`src/rtl/aud_dma_pkg.sv`:
```
package aud_dma_pkg;
   localparam int WORD_BYTES = 4;
   localparam int DATA_W     = 32;

   typedef enum logic [2:0] {
      ST_IDLE,
      ST_CHK,
      ST_MEM,
      ST_STR,
      ST_FIN
   } dma_st_e;
endpackage

```
`src/rtl/aud_dma_wmin.sv`:
```
module aud_dma_wmin #(
   parameter int W = 16
) (
   input  logic [W-1:0] a_i,
   input  logic [W-1:0] b_i,
   output logic [W-1:0] min_o
);
   logic [W-1:0] a_w;
   logic [W-1:0] b_w;

   // both operands are cut down to whole 32-bit words before comparing
   assign a_w   = {a_i[W-1:2], 2'b00};
   assign b_w   = {b_i[W-1:2], 2'b00};
   assign min_o = (a_w < b_w) ? a_w : b_w;
endmodule

```
`src/rtl/aud_dma_ptr.sv`:
```
module aud_dma_ptr
   import aud_dma_pkg::*;
#(
   parameter int ADDR_W = 32,
   parameter int CNT_W  = 16
) (
   input  logic              clk,
   input  logic              rst_n,
   input  logic              ld_i,
   input  logic [ADDR_W-1:0] ld_addr_i,
   input  logic [CNT_W-1:0]  ld_cnt_i,
   input  logic              step_i,
   output logic [ADDR_W-1:0] addr_o,
   output logic [CNT_W-1:0]  cnt_o,
   output logic              zero_o
);
   localparam logic [ADDR_W-1:0] A_STEP = ADDR_W'(WORD_BYTES);
   localparam logic [CNT_W-1:0]  C_STEP = CNT_W'(WORD_BYTES);

   logic [ADDR_W-1:0] addr_q;
   logic [CNT_W-1:0]  cnt_q;

   always_ff @(posedge clk or negedge rst_n) begin
      if (!rst_n) begin
         addr_q <= '0;
         cnt_q  <= '0;
      end else if (ld_i) begin
         addr_q <= {ld_addr_i[ADDR_W-1:2], 2'b00};
         cnt_q  <= {ld_cnt_i[CNT_W-1:2], 2'b00};
      end else if (step_i) begin
         addr_q <= addr_q + A_STEP;
         cnt_q  <= cnt_q - C_STEP;
      end
   end

   assign addr_o = addr_q;
   assign cnt_o  = cnt_q;
   assign zero_o = (cnt_q == '0);

   AST_CNT_NO_UNDERFLOW: assert property (@(posedge clk) disable iff (!rst_n)
      step_i |-> (cnt_q >= C_STEP));
endmodule

```
`src/rtl/aud_dma_seq.sv`:
```
module aud_dma_seq
   import aud_dma_pkg::*;
#(
   parameter int CNT_W       = 16,
   parameter int CHUNK_BYTES = 4096,
   parameter int PLAYBACK    = 1
) (
   input  logic              clk,
   input  logic              rst_n,
   input  logic              en_i,
   input  logic              svc_i,
   input  logic [CNT_W-1:0]  budget_i,
   input  logic              zero_i,
   input  logic              mem_gnt_i,
   input  logic [DATA_W-1:0] mem_rdata_i,
   input  logic              snk_ready_i,
   input  logic              src_valid_i,
   input  logic [DATA_W-1:0] src_data_i,
   output logic              mem_req_o,
   output logic              mem_we_o,
   output logic [DATA_W-1:0] mem_wdata_o,
   output logic              snk_valid_o,
   output logic [DATA_W-1:0] snk_data_o,
   output logic              src_ready_o,
   output logic              busy_o,
   output logic              step_o,
   output logic              irq_o
);
   localparam bit             PLAY    = (PLAYBACK != 0);
   localparam logic [CNT_W-1:0] C_STEP  = CNT_W'(WORD_BYTES);
   localparam logic [CNT_W-1:0] CHUNK_V = CNT_W'(CHUNK_BYTES);
   localparam dma_st_e        FIRST   = PLAY ? ST_MEM : ST_STR;
   localparam dma_st_e        SECOND  = PLAY ? ST_STR : ST_MEM;

   dma_st_e           st_q;
   logic [CNT_W-1:0]  pass_q;
   logic [CNT_W-1:0]  chunk_q;
   logic [DATA_W-1:0] buf_q;
   logic              irq_q;
   logic              hs;
   logic [DATA_W-1:0] in_word;
   logic              grab;
   logic              beat_end;

   // direction variant: which stream handshake counts and where words come from
   if (PLAY) begin : g_play
      logic unused_cap;
      assign hs          = snk_ready_i;
      assign in_word     = mem_rdata_i;
      assign snk_valid_o = (st_q == ST_STR);
      assign snk_data_o  = buf_q;
      assign src_ready_o = 1'b0;
      assign mem_we_o    = 1'b0;
      assign mem_wdata_o = '0;
      assign unused_cap  = ^{src_valid_i, src_data_i};
   end else begin : g_cap
      logic unused_play;
      assign hs          = src_valid_i;
      assign in_word     = src_data_i;
      assign snk_valid_o = 1'b0;
      assign snk_data_o  = '0;
      assign src_ready_o = (st_q == ST_STR);
      assign mem_we_o    = 1'b1;
      assign mem_wdata_o = buf_q;
      assign unused_play = ^{snk_ready_i, mem_rdata_i};
   end

   assign grab     = PLAY ? (st_q == ST_MEM && mem_gnt_i) : (st_q == ST_STR && hs);
   assign beat_end = PLAY ? (st_q == ST_STR && hs) : (st_q == ST_MEM && mem_gnt_i);

   always_ff @(posedge clk or negedge rst_n) begin
      if (!rst_n) begin
         st_q    <= ST_IDLE;
         pass_q  <= '0;
         chunk_q <= '0;
         buf_q   <= '0;
         irq_q   <= 1'b0;
      end else begin
         irq_q <= 1'b0;
         if (grab) buf_q <= in_word;
         if (beat_end) begin
            pass_q  <= pass_q - C_STEP;
            chunk_q <= chunk_q - C_STEP;
         end
         unique case (st_q)
            ST_IDLE: begin
               if (svc_i && en_i && budget_i != '0) begin
                  pass_q <= budget_i;
                  st_q   <= ST_CHK;
               end
            end
            ST_CHK: begin
               if (!en_i || !hs) begin
                  st_q <= ST_FIN;
               end else begin
                  chunk_q <= (pass_q < CHUNK_V) ? pass_q : CHUNK_V;
                  st_q    <= FIRST;
               end
            end
            ST_MEM, ST_STR: begin
               if (grab) begin
                  st_q <= SECOND;
               end else if (beat_end) begin
                  if (pass_q == C_STEP || !en_i) st_q <= ST_FIN;
                  else if (chunk_q == C_STEP)    st_q <= ST_CHK;
                  else                           st_q <= FIRST;
               end
            end
            ST_FIN: begin
               irq_q <= en_i && zero_i;
               st_q  <= ST_IDLE;
            end
            default: st_q <= ST_IDLE;
         endcase
      end
   end

   assign mem_req_o = (st_q == ST_MEM);
   assign busy_o    = (st_q != ST_IDLE);
   assign step_o    = beat_end;
   assign irq_o     = irq_q;

   AST_IRQ_SINGLE: assert property (@(posedge clk) disable iff (!rst_n)
      irq_o |=> !irq_o);
   AST_IRQ_AT_ZERO: assert property (@(posedge clk) disable iff (!rst_n)
      irq_o |-> zero_i);
   AST_MEM_HOLD: assert property (@(posedge clk) disable iff (!rst_n)
      (mem_req_o && !mem_gnt_i) |=> mem_req_o);
   AST_SNK_HOLD: assert property (@(posedge clk) disable iff (!rst_n)
      (snk_valid_o && !snk_ready_i) |=> (snk_valid_o && $stable(snk_data_o)));
   AST_IDLE_QUIET: assert property (@(posedge clk) disable iff (!rst_n)
      !busy_o |-> (!mem_req_o && !snk_valid_o && !src_ready_o));
endmodule

```
`src/rtl/aud_dma_chan.sv`:
```
module aud_dma_chan
   import aud_dma_pkg::*;
#(
   parameter int ADDR_W      = 32,
   parameter int CNT_W       = 16,
   parameter int CHUNK_BYTES = 4096,
   parameter int PLAYBACK    = 1
) (
   input  logic              clk,
   input  logic              rst_n,
   input  logic              chan_en,
   input  logic              ld_stb,
   input  logic [ADDR_W-1:0] ld_addr,
   input  logic [CNT_W-1:0]  ld_count,
   input  logic              svc_req,
   input  logic [CNT_W-1:0]  svc_avail,
   output logic              mem_req,
   output logic              mem_we,
   output logic [ADDR_W-1:0] mem_addr,
   output logic [31:0]       mem_wdata,
   input  logic              mem_gnt,
   input  logic [31:0]       mem_rdata,
   output logic              snk_valid,
   output logic [31:0]       snk_data,
   input  logic              snk_ready,
   input  logic              src_valid,
   input  logic [31:0]       src_data,
   output logic              src_ready,
   output logic              busy,
   output logic [ADDR_W-1:0] cur_addr,
   output logic [CNT_W-1:0]  cur_count,
   output logic              done_irq
);
   if (CHUNK_BYTES < WORD_BYTES || (CHUNK_BYTES % WORD_BYTES) != 0) begin : g_bad_chunk
      $error("CHUNK_BYTES must be a positive multiple of the word size");
   end
   if (CNT_W < 3 || CHUNK_BYTES >= (64'd1 << CNT_W)) begin : g_bad_cnt
      $error("CNT_W too narrow for the chunk size");
   end
   if (ADDR_W < 3) begin : g_bad_addr
      $error("ADDR_W too narrow");
   end

   logic             step;
   logic             cnt_zero;
   logic [CNT_W-1:0] budget;
   logic             ld_ok;

   assign ld_ok = ld_stb && !busy;

   aud_dma_wmin #(.W(CNT_W)) i_budget (
      .a_i   (cur_count),
      .b_i   (svc_avail),
      .min_o (budget)
   );

   aud_dma_ptr #(.ADDR_W(ADDR_W), .CNT_W(CNT_W)) i_ptr (
      .clk       (clk),
      .rst_n     (rst_n),
      .ld_i      (ld_ok),
      .ld_addr_i (ld_addr),
      .ld_cnt_i  (ld_count),
      .step_i    (step),
      .addr_o    (cur_addr),
      .cnt_o     (cur_count),
      .zero_o    (cnt_zero)
   );

   aud_dma_seq #(.CNT_W(CNT_W), .CHUNK_BYTES(CHUNK_BYTES), .PLAYBACK(PLAYBACK)) i_seq (
      .clk         (clk),
      .rst_n       (rst_n),
      .en_i        (chan_en),
      .svc_i       (svc_req),
      .budget_i    (budget),
      .zero_i      (cnt_zero),
      .mem_gnt_i   (mem_gnt),
      .mem_rdata_i (mem_rdata),
      .snk_ready_i (snk_ready),
      .src_valid_i (src_valid),
      .src_data_i  (src_data),
      .mem_req_o   (mem_req),
      .mem_we_o    (mem_we),
      .mem_wdata_o (mem_wdata),
      .snk_valid_o (snk_valid),
      .snk_data_o  (snk_data),
      .src_ready_o (src_ready),
      .busy_o      (busy),
      .step_o      (step),
      .irq_o       (done_irq)
   );

   assign mem_addr = cur_addr;

   AST_ADDR_HOLD: assert property (@(posedge clk) disable iff (!rst_n)
      (mem_req && !mem_gnt) |=> $stable(mem_addr));
   AST_LOAD_BUSY_IGNORED: assert property (@(posedge clk) disable iff (!rst_n)
      (ld_stb && busy && !step) |=> $stable(cur_count));
endmodule

```
`config.mk`:
```
export PLATFORM = sky130hd
export DESIGN_NAME = aud_dma_chan
export DESIGN_NICKNAME = d
export VERILOG_FILES = /design/src/rtl/aud_dma_pkg.sv /design/src/rtl/aud_dma_wmin.sv /design/src/rtl/aud_dma_ptr.sv /design/src/rtl/aud_dma_seq.sv /design/src/rtl/aud_dma_chan.sv
export SDC_FILE = /design/constraint.sdc
export NUM_CORES = 1
export LEC_CHECK = 0
export BUFFER_PORTS_ARGS = -buffer_cell sky130_fd_sc_hd__buf_2
export CORE_MARGIN = 2
export CORE_UTILIZATION = 52
export CTS_CLUSTER_DIAMETER = 30
export DETAILED_ROUTE_END_ITERATION = 8
export PLACE_DENSITY = 0.95
export SYNTH_ARGS = -nofsm -noshare
export SYNTH_HDL_FRONTEND = slang
export SYNTH_SLANG_ARGS = --single-unit
```
`constraint.sdc`:
```
create_clock -name clk -period 6.7 [get_ports clk]
set_input_delay 1.34 -clock clk [delete_from_list [all_inputs] [get_ports clk]]
set_output_delay 1.34 -clock clk [all_outputs]
set_load 0.01 [all_outputs]
```
==> run metrics, run 1 <==
status=finished, final reports clean; placer's final routability congestion estimate=0.9372; post-synth top area share=41.92%; RSZ-0062 raised after global routing=false; total power density per cell area=438.9 nW/um2; post-CTS sizing=0; worst-path cell chain=buf_2 > inv_1 > ha_1 > a21oi_1 > o221ai_1 > a21oi_1 > o21a_1 > mux2_2 > mux2_2; H-tree Lvls=3; DRT iter0 DRCs=322; routed wire length per instance=15.49 um; hold buffers post-CTS=0; maximum clock path buffer count=2; power share of the combinational group=43.6%; Pre-Repair DR Iteration Count=5; die height=115.9 um; Cell Area, Synth=6506 um2; top post-synthesis cells by area=dfrtp_1, buf_4, mux2_2, xor2_1, nand2_1; commonest cells after routing, fill and taps aside=buf_2, dfrtp_1, nand2_1; crit path kind=input pin to flip-flop; DR DRC count=0; Lkg Pwr=3.738 nW; I/O pin count=286; ys flop type=dfrtp_1; clock network power share=16.5%; Async S/R FF share, synth=100.0%; Tcrit/Tclk final=49.49%; Syn Area/Cell=9.784 um2; Die ar.=13420 um2; synthesized instance count=665; count of cell types in the netlist=56; Setup TNS=0 ns; total grt overflow=0; register area share after synthesis=41.92%; # rows=40; first-pass GRT wire length=24.01 mm; Yosys reg bits=109; worst slew pin tran=1.186 ns; share of cells above drive strength 1=33.25%; initial antenna violation count=1; Post-CTS Setup Inserts=0; CTS Sinks=109; Critical Path AT=3.55 ns; Area growth, synth to finish=16.73%; max cap viols=0; switching pwr=1.401 mW; drt total wl=15.55 mm; PortBufs=206; post-route minimum period=3.316 ns; worst rel slew slack=20.95%; synth warn=0; cell taking the most area after synthesis=dfrtp_1; final hold vios=0; HPWL after detailed placement=11.80 mm; Final #Nets=987; CTS tree=yes; GRT Total Usage=22.88%; maximum clock frequency=301.6 MHz; Setup crit end kind=flip-flop; Final Power=3.333 mW; Max Slew Vio Count=0; number of synthesized flops with an enable pin=0; ant diodes=0; type of element launching the critical path=input pin; Worst EP required=6.93 ns; CP max stage delay=0.60 ns; Crit Path Max Fanout=12; Die X=115.9 um; Seq pwr share=39.8%; Setup Skew=0.01165 ns; Routed Antenna Nets=0; CP bufs+invs=2; Vias/cell=5.202; initial cell density of the core=53.72%; CTS root buf=clkbuf_16; DR vias=5223; sw frac=42.02%; Slowest cell on crit path=o21a_1; vias in the first global route=4946; maximum VDD drop=0.3251 mV; largest net degree at the start of global routing=80; endpoints failing setup=0; commonest non-fill, non-tap cell in the layout=buf_2; Hold WC Path Type=flip-flop to flip-flop; CTS clk-pin slew, worst paths=0.07 ns; core footprint=12110 um2; Num CTS Buffers=9; Crit path max-delay family=compound AO/OA/AOI/OAI gates; P_int=1.933 mW; later-pin clock latency in the skew report=0.35 ns
==> metrics by stage <==
stage / worst slack (ns) / cells / area (um2) / util, % / hold slack (ns)
6_report: 3.384 / 1004 / 7595 / 62.71 / 0.4877
5_1_grt: 3.258 / 1004 / 7595 / 62.71 / 0.5079
4_1_cts: 3.423 / 1004 / 7595 / 62.71 / 0.4975
3_5_place_dp: 3.052 / 988 / 7287 / 60.17 / 0.4752
3_3_place_gp: 3.108 / 988 / 7287 / 60.17 / 0.4652
2_1_floorplan: 3.533 / 704 / 6653 / - / 0.4437
==> flip-flops by register name (all words and copies together), names as in the netlist <==
name / count
i_seq.chunk_q: 15
i_ptr.addr_o: 30
i_seq.st_q: 3
i_seq.irq_o: 1
i_ptr.cnt_o: 14
i_seq.snk_data_o: 32
i_seq.pass_q: 14
==> power groups by stage <==
stage	registers (mW)	logic [mW]	clock network, mW
finish	1.33	1.45	0.551
detailed placement	1.33	1.46	0
global placement	1.31	1.40	0
floorplan	1.35	0.978	0
global route	1.37	1.60	0.593
CTS	1.32	1.46	0.567
==> logic make-up (layout without fill, tap and decap cells) <==
kind of cell               after synthesis  after routing  share of synthesized area (%)
and+or+nand+nor                        208            208                          16.56
buffers and inverters                  117            249                          11.23
DFF                                    109            109                          41.92
AOI/OAI and AO/OA                       82             82                          7.154
xor gates and xnor gates                64             64                          8.615
muxes                                   64             64                          10.62
adders and majority gates               20             20                          3.846
other                                    1             40                        0.05764
==> synthesized netlist by cell type, types with 3 or more instances <==
cell type	number
buf_4	71
xnor2_1	27
nand2_1	75
mux2_2	35
a21oi_1	14
nor3b_1	3
mux2i_1	27
xor2_1	37
ha_1	20
inv_1	22
dfrtp_1	109
buf_2	7
nand4_1	13
nand3_1	21
a31oi_1	3
o21ai_0	51
and3_1	7
nor3_1	13
nor2_1	30
nor4_1	10
clkbuf_1	16
or3_1	8
and2_1	4
nand2b_1	5
==> per-layer routing <==
metal / routed length (um) / GRT usage, % / vias to the layer above
met4: 301 / 8.413 / 0
met5: 0 / 0 / -
li1: - / - / 2503
met3: 919 / 4.184 / 24
met1: 6503 / 29.83 / 2495
met2: 7829 / 38.28 / 201
==> layout make-up <==
class / instances / area (um2)
Fill cell: 988 / 4517
Multi-Input combinational cell: 478 / 3196
Inverter: 22 / 82.58
Timing Repair Buffer: 211 / 1071
Tap cell: 168 / 210.2
Sequential cell: 109 / 2728
Clock inverter: 7 / 82.58
Clock buffer: 9 / 225.2
==> worst paths after layout <==
path	start	end	slack [ns]	cells past startpoint
hold reg to reg	i_seq.chunk_q[0]	i_seq.chunk_q[0]	0.49	1
max in group asynchronous	rst_n	i_seq.snk_data_o[20]	4.46	2
hold / removal	i_seq.chunk_q[0]	i_seq.chunk_q[0]	0.49	1
setup reg to reg	i_ptr.cnt_o[13]	i_seq.pass_q[10]	4.03	7
setup / recovery	svc_avail[11]	i_seq.pass_q[10]	3.38	9
min in group asynchronous	rst_n	i_seq.pass_q[13]	0.98	1
(Power assumes the default switching activity.)
==> run 2, diff against run 1 <==
Settings changed: CORE_UTILIZATION 52 to 48, PLACE_DENSITY 0.95 to 0.9.
Clock period 6.7 ns to 3.3 ns, I/O delays scaled along.
==> run 2 against run 1 <==
Compared with the run above:
- flip-flop and latch count did not move
- first-iteration DRC count fell by 31%
- sequential power rose by 100%
- design area rose by 0.94%
- combinational power rose by 110%
- critical path depth fell by 3
- register-to-register slack got worse by 3.3 ns
- clock skew fell by 0.0050 ns
- critical endpoint is now i_ptr.addr_o[27]
- largest cell class unchanged
==> run metrics, run 2 (same netlist as run 1, synthesis figures left out) <==
hold buffers post-CTS=0 (unchanged); placer's final routability congestion estimate=0.9739 (was 0.9372); post-route minimum period=2.554 ns; die height=120.4 um (was 115.9 um); DR DRC count=0 (unchanged); PortBufs=206 (unchanged); RSZ-0062 raised after global routing=false (unchanged); Final Power=6.783 mW (was 3.333 mW); Hold WC Path Type=input pin to async pin (was flip-flop to flip-flop); commonest cells after routing, fill and taps aside=buf_2, dfrtp_1, nand2_1 (unchanged); CTS root buf=clkbuf_16 (unchanged); Slowest cell on crit path=and4b_1 (was o21a_1); final hold vios=0 (unchanged); Vias/cell=5.105 (was 5.202); maximum clock frequency=391.6 MHz; Lkg Pwr=3.777 nW (was 3.738 nW); worst slew pin tran=0.7206 ns (was 1.186 ns); initial antenna violation count=0 (was 1); worst-path cell chain=and4b_1 > nand4_1 > nor4_2 > nand4_1 > xor2_1 > o21ai_0 (was buf_2 > inv_1 > ha_1 > a21oi_1 > o221ai_1 > a21oi_1 > o21a_1 > mux2_2 > mux2_2); maximum VDD drop=0.5203 mV (was 0.3251 mV); I/O pin count=286 (unchanged); Num CTS Buffers=9 (unchanged); first-pass GRT wire length=24.73 mm (was 24.01 mm); Crit path max-delay family=simple AND/OR/NAND/NOR gates (was compound AO/OA/AOI/OAI gates); pre-CTS setup slack=0.4617 ns (was 3.052 ns); later-pin clock latency in the skew report=0.35 ns (about the same); GRT Total Usage=21.41% (was 22.88%); type of element launching the critical path=flip-flop (was input pin); Tcrit/Tclk final=77.39%; Critical Path AT=2.83 ns (was 3.55 ns); max cap viols=0 (unchanged); HPWL after detailed placement=11.97 mm (was 11.80 mm); H-tree Lvls=3 (unchanged); number of fill cells=1158 (was 988); worst rel slew slack=51.96% (was 20.95%); ant diodes=0 (unchanged); area of the multi-input gates=3196 um2 (unchanged); CTS tree=yes (unchanged); Die ar.=14500 um2 (was 13420 um2); Die X=120.4 um (was 115.9 um); Area growth, synth to finish=17.83% (was 16.73%); total power density per cell area=884.8 nW/um2 (was 438.9 nW/um2); CP bufs+invs=0 (was 2); share of cells above drive strength 1=33.81% (was 33.25%); drt total wl=15.55 mm (about the same); CP max stage delay=0.70 ns (was 0.60 ns); vias in the first global route=5118 (was 4946); Worst EP required=3.57 ns (was 6.93 ns); # rows=42 (was 40); Final #Nets=994 (was 987); DR vias=5202 (was 5223); commonest non-fill, non-tap cell in the layout=buf_2 (unchanged); Crit Path Max Fanout=14 (was 12); Setup WS post-layout=0.7463 ns (was 3.384 ns); Pre-Repair DR Iteration Count=4 (was 5); core footprint=13240 um2 (was 12110 um2); number of flip-flops under the largest register name=32 (unchanged); Max Slew Vio Count=0 (unchanged); endpoints failing setup=0 (unchanged); Storage cell area=2728 um2 (unchanged); crit-path most repeated cell=nand4_1; status=finished, final reports clean (unchanged); Post-CTS Setup Inserts=0 (unchanged); largest net degree at the start of global routing=57 (was 80); initial cell density of the core=49.13% (was 53.72%); Setup TNS=0 ns (unchanged); routed wire length per instance=15.26 um (was 15.49 um); maximum clock path buffer count=2 (unchanged); crit path kind=flip-flop to flip-flop (was input pin to flip-flop); Setup Skew=0.006645 ns (was 0.01165 ns); Setup crit end kind=flip-flop (unchanged); Routed Antenna Nets=0 (unchanged); CTS clk-pin slew, worst paths=0.08 ns (was 0.07 ns); CTS Sinks=109 (unchanged); DRT iter0 DRCs=221 (was 322); post-CTS sizing=0 (unchanged); total grt overflow=0 (unchanged)
-- run 2: final cells by class --
cell class | instances | share of cell area (%)
Multi-Input combinational cell | 478 | 41.68
Sequential cell | 109 | 35.58
Timing Repair Buffer | 218 | 14.82
Clock buffer | 10 | 3.117
Tap cell | 176 | 2.873
Inverter | 22 | 1.077
Clock inverter | 6 | 0.8487
-- run 2: path summary, 6_finish.rpt --
kind                                startpoint              endpoint  slack (ns)  depth (start not counted)
min reg2reg                i_seq.snk_data_o[4]   i_seq.snk_data_o[4]        0.49                          1
max reg2reg                      i_seq.st_q[2]      i_ptr.addr_o[27]        0.75                          6
min                                      rst_n       i_ptr.cnt_o[13]        0.43                          2
max in group asynchronous                rst_n  i_seq.snk_data_o[13]        2.37                          2
max                              i_seq.st_q[2]      i_ptr.addr_o[27]        0.75                          6
min in group clk           i_seq.snk_data_o[4]   i_seq.snk_data_o[4]        0.49                          1
-- run 2: metal layers --
| layer | GRT usage [%] | up-vias | routed length (um) | part of all wire [%] |
|---|---|---|---|---|
| met4 | 7.776 | 0 | 327 | 2.1 |
| met1 | 26.14 | 2487 | 6618 | 43 |
| met3 | 4.387 | 25 | 705 | 4.5 |
| li1 | - | 2520 | - | - |
| met2 | 37.36 | 170 | 7897 | 51 |
| met5 | 0 | - | 0 | 0 |
-- run 2: power breakdown --
part           switching (mW)  internal, mW  total, mW
Combinational            1.61          1.41       3.01
Clock                   0.535         0.556       1.09
Sequential              0.723          1.95       2.68
Total                    2.87          3.92       6.78
-- run 2: per-stage QoR --
stage	cell area (um2)	utilization (%)	hold WS, ns	instances
2_1_floorplan	6653	-	0.3644	704
3_3_place_gp	7362	55.59	0.4640	1003
3_5_place_dp	7362	55.59	0.4795	1003
4_1_cts	7666	57.89	0.4441	1019
5_1_grt	7666	57.89	0.4763	1019
6_report	7666	57.89	0.4267	1019
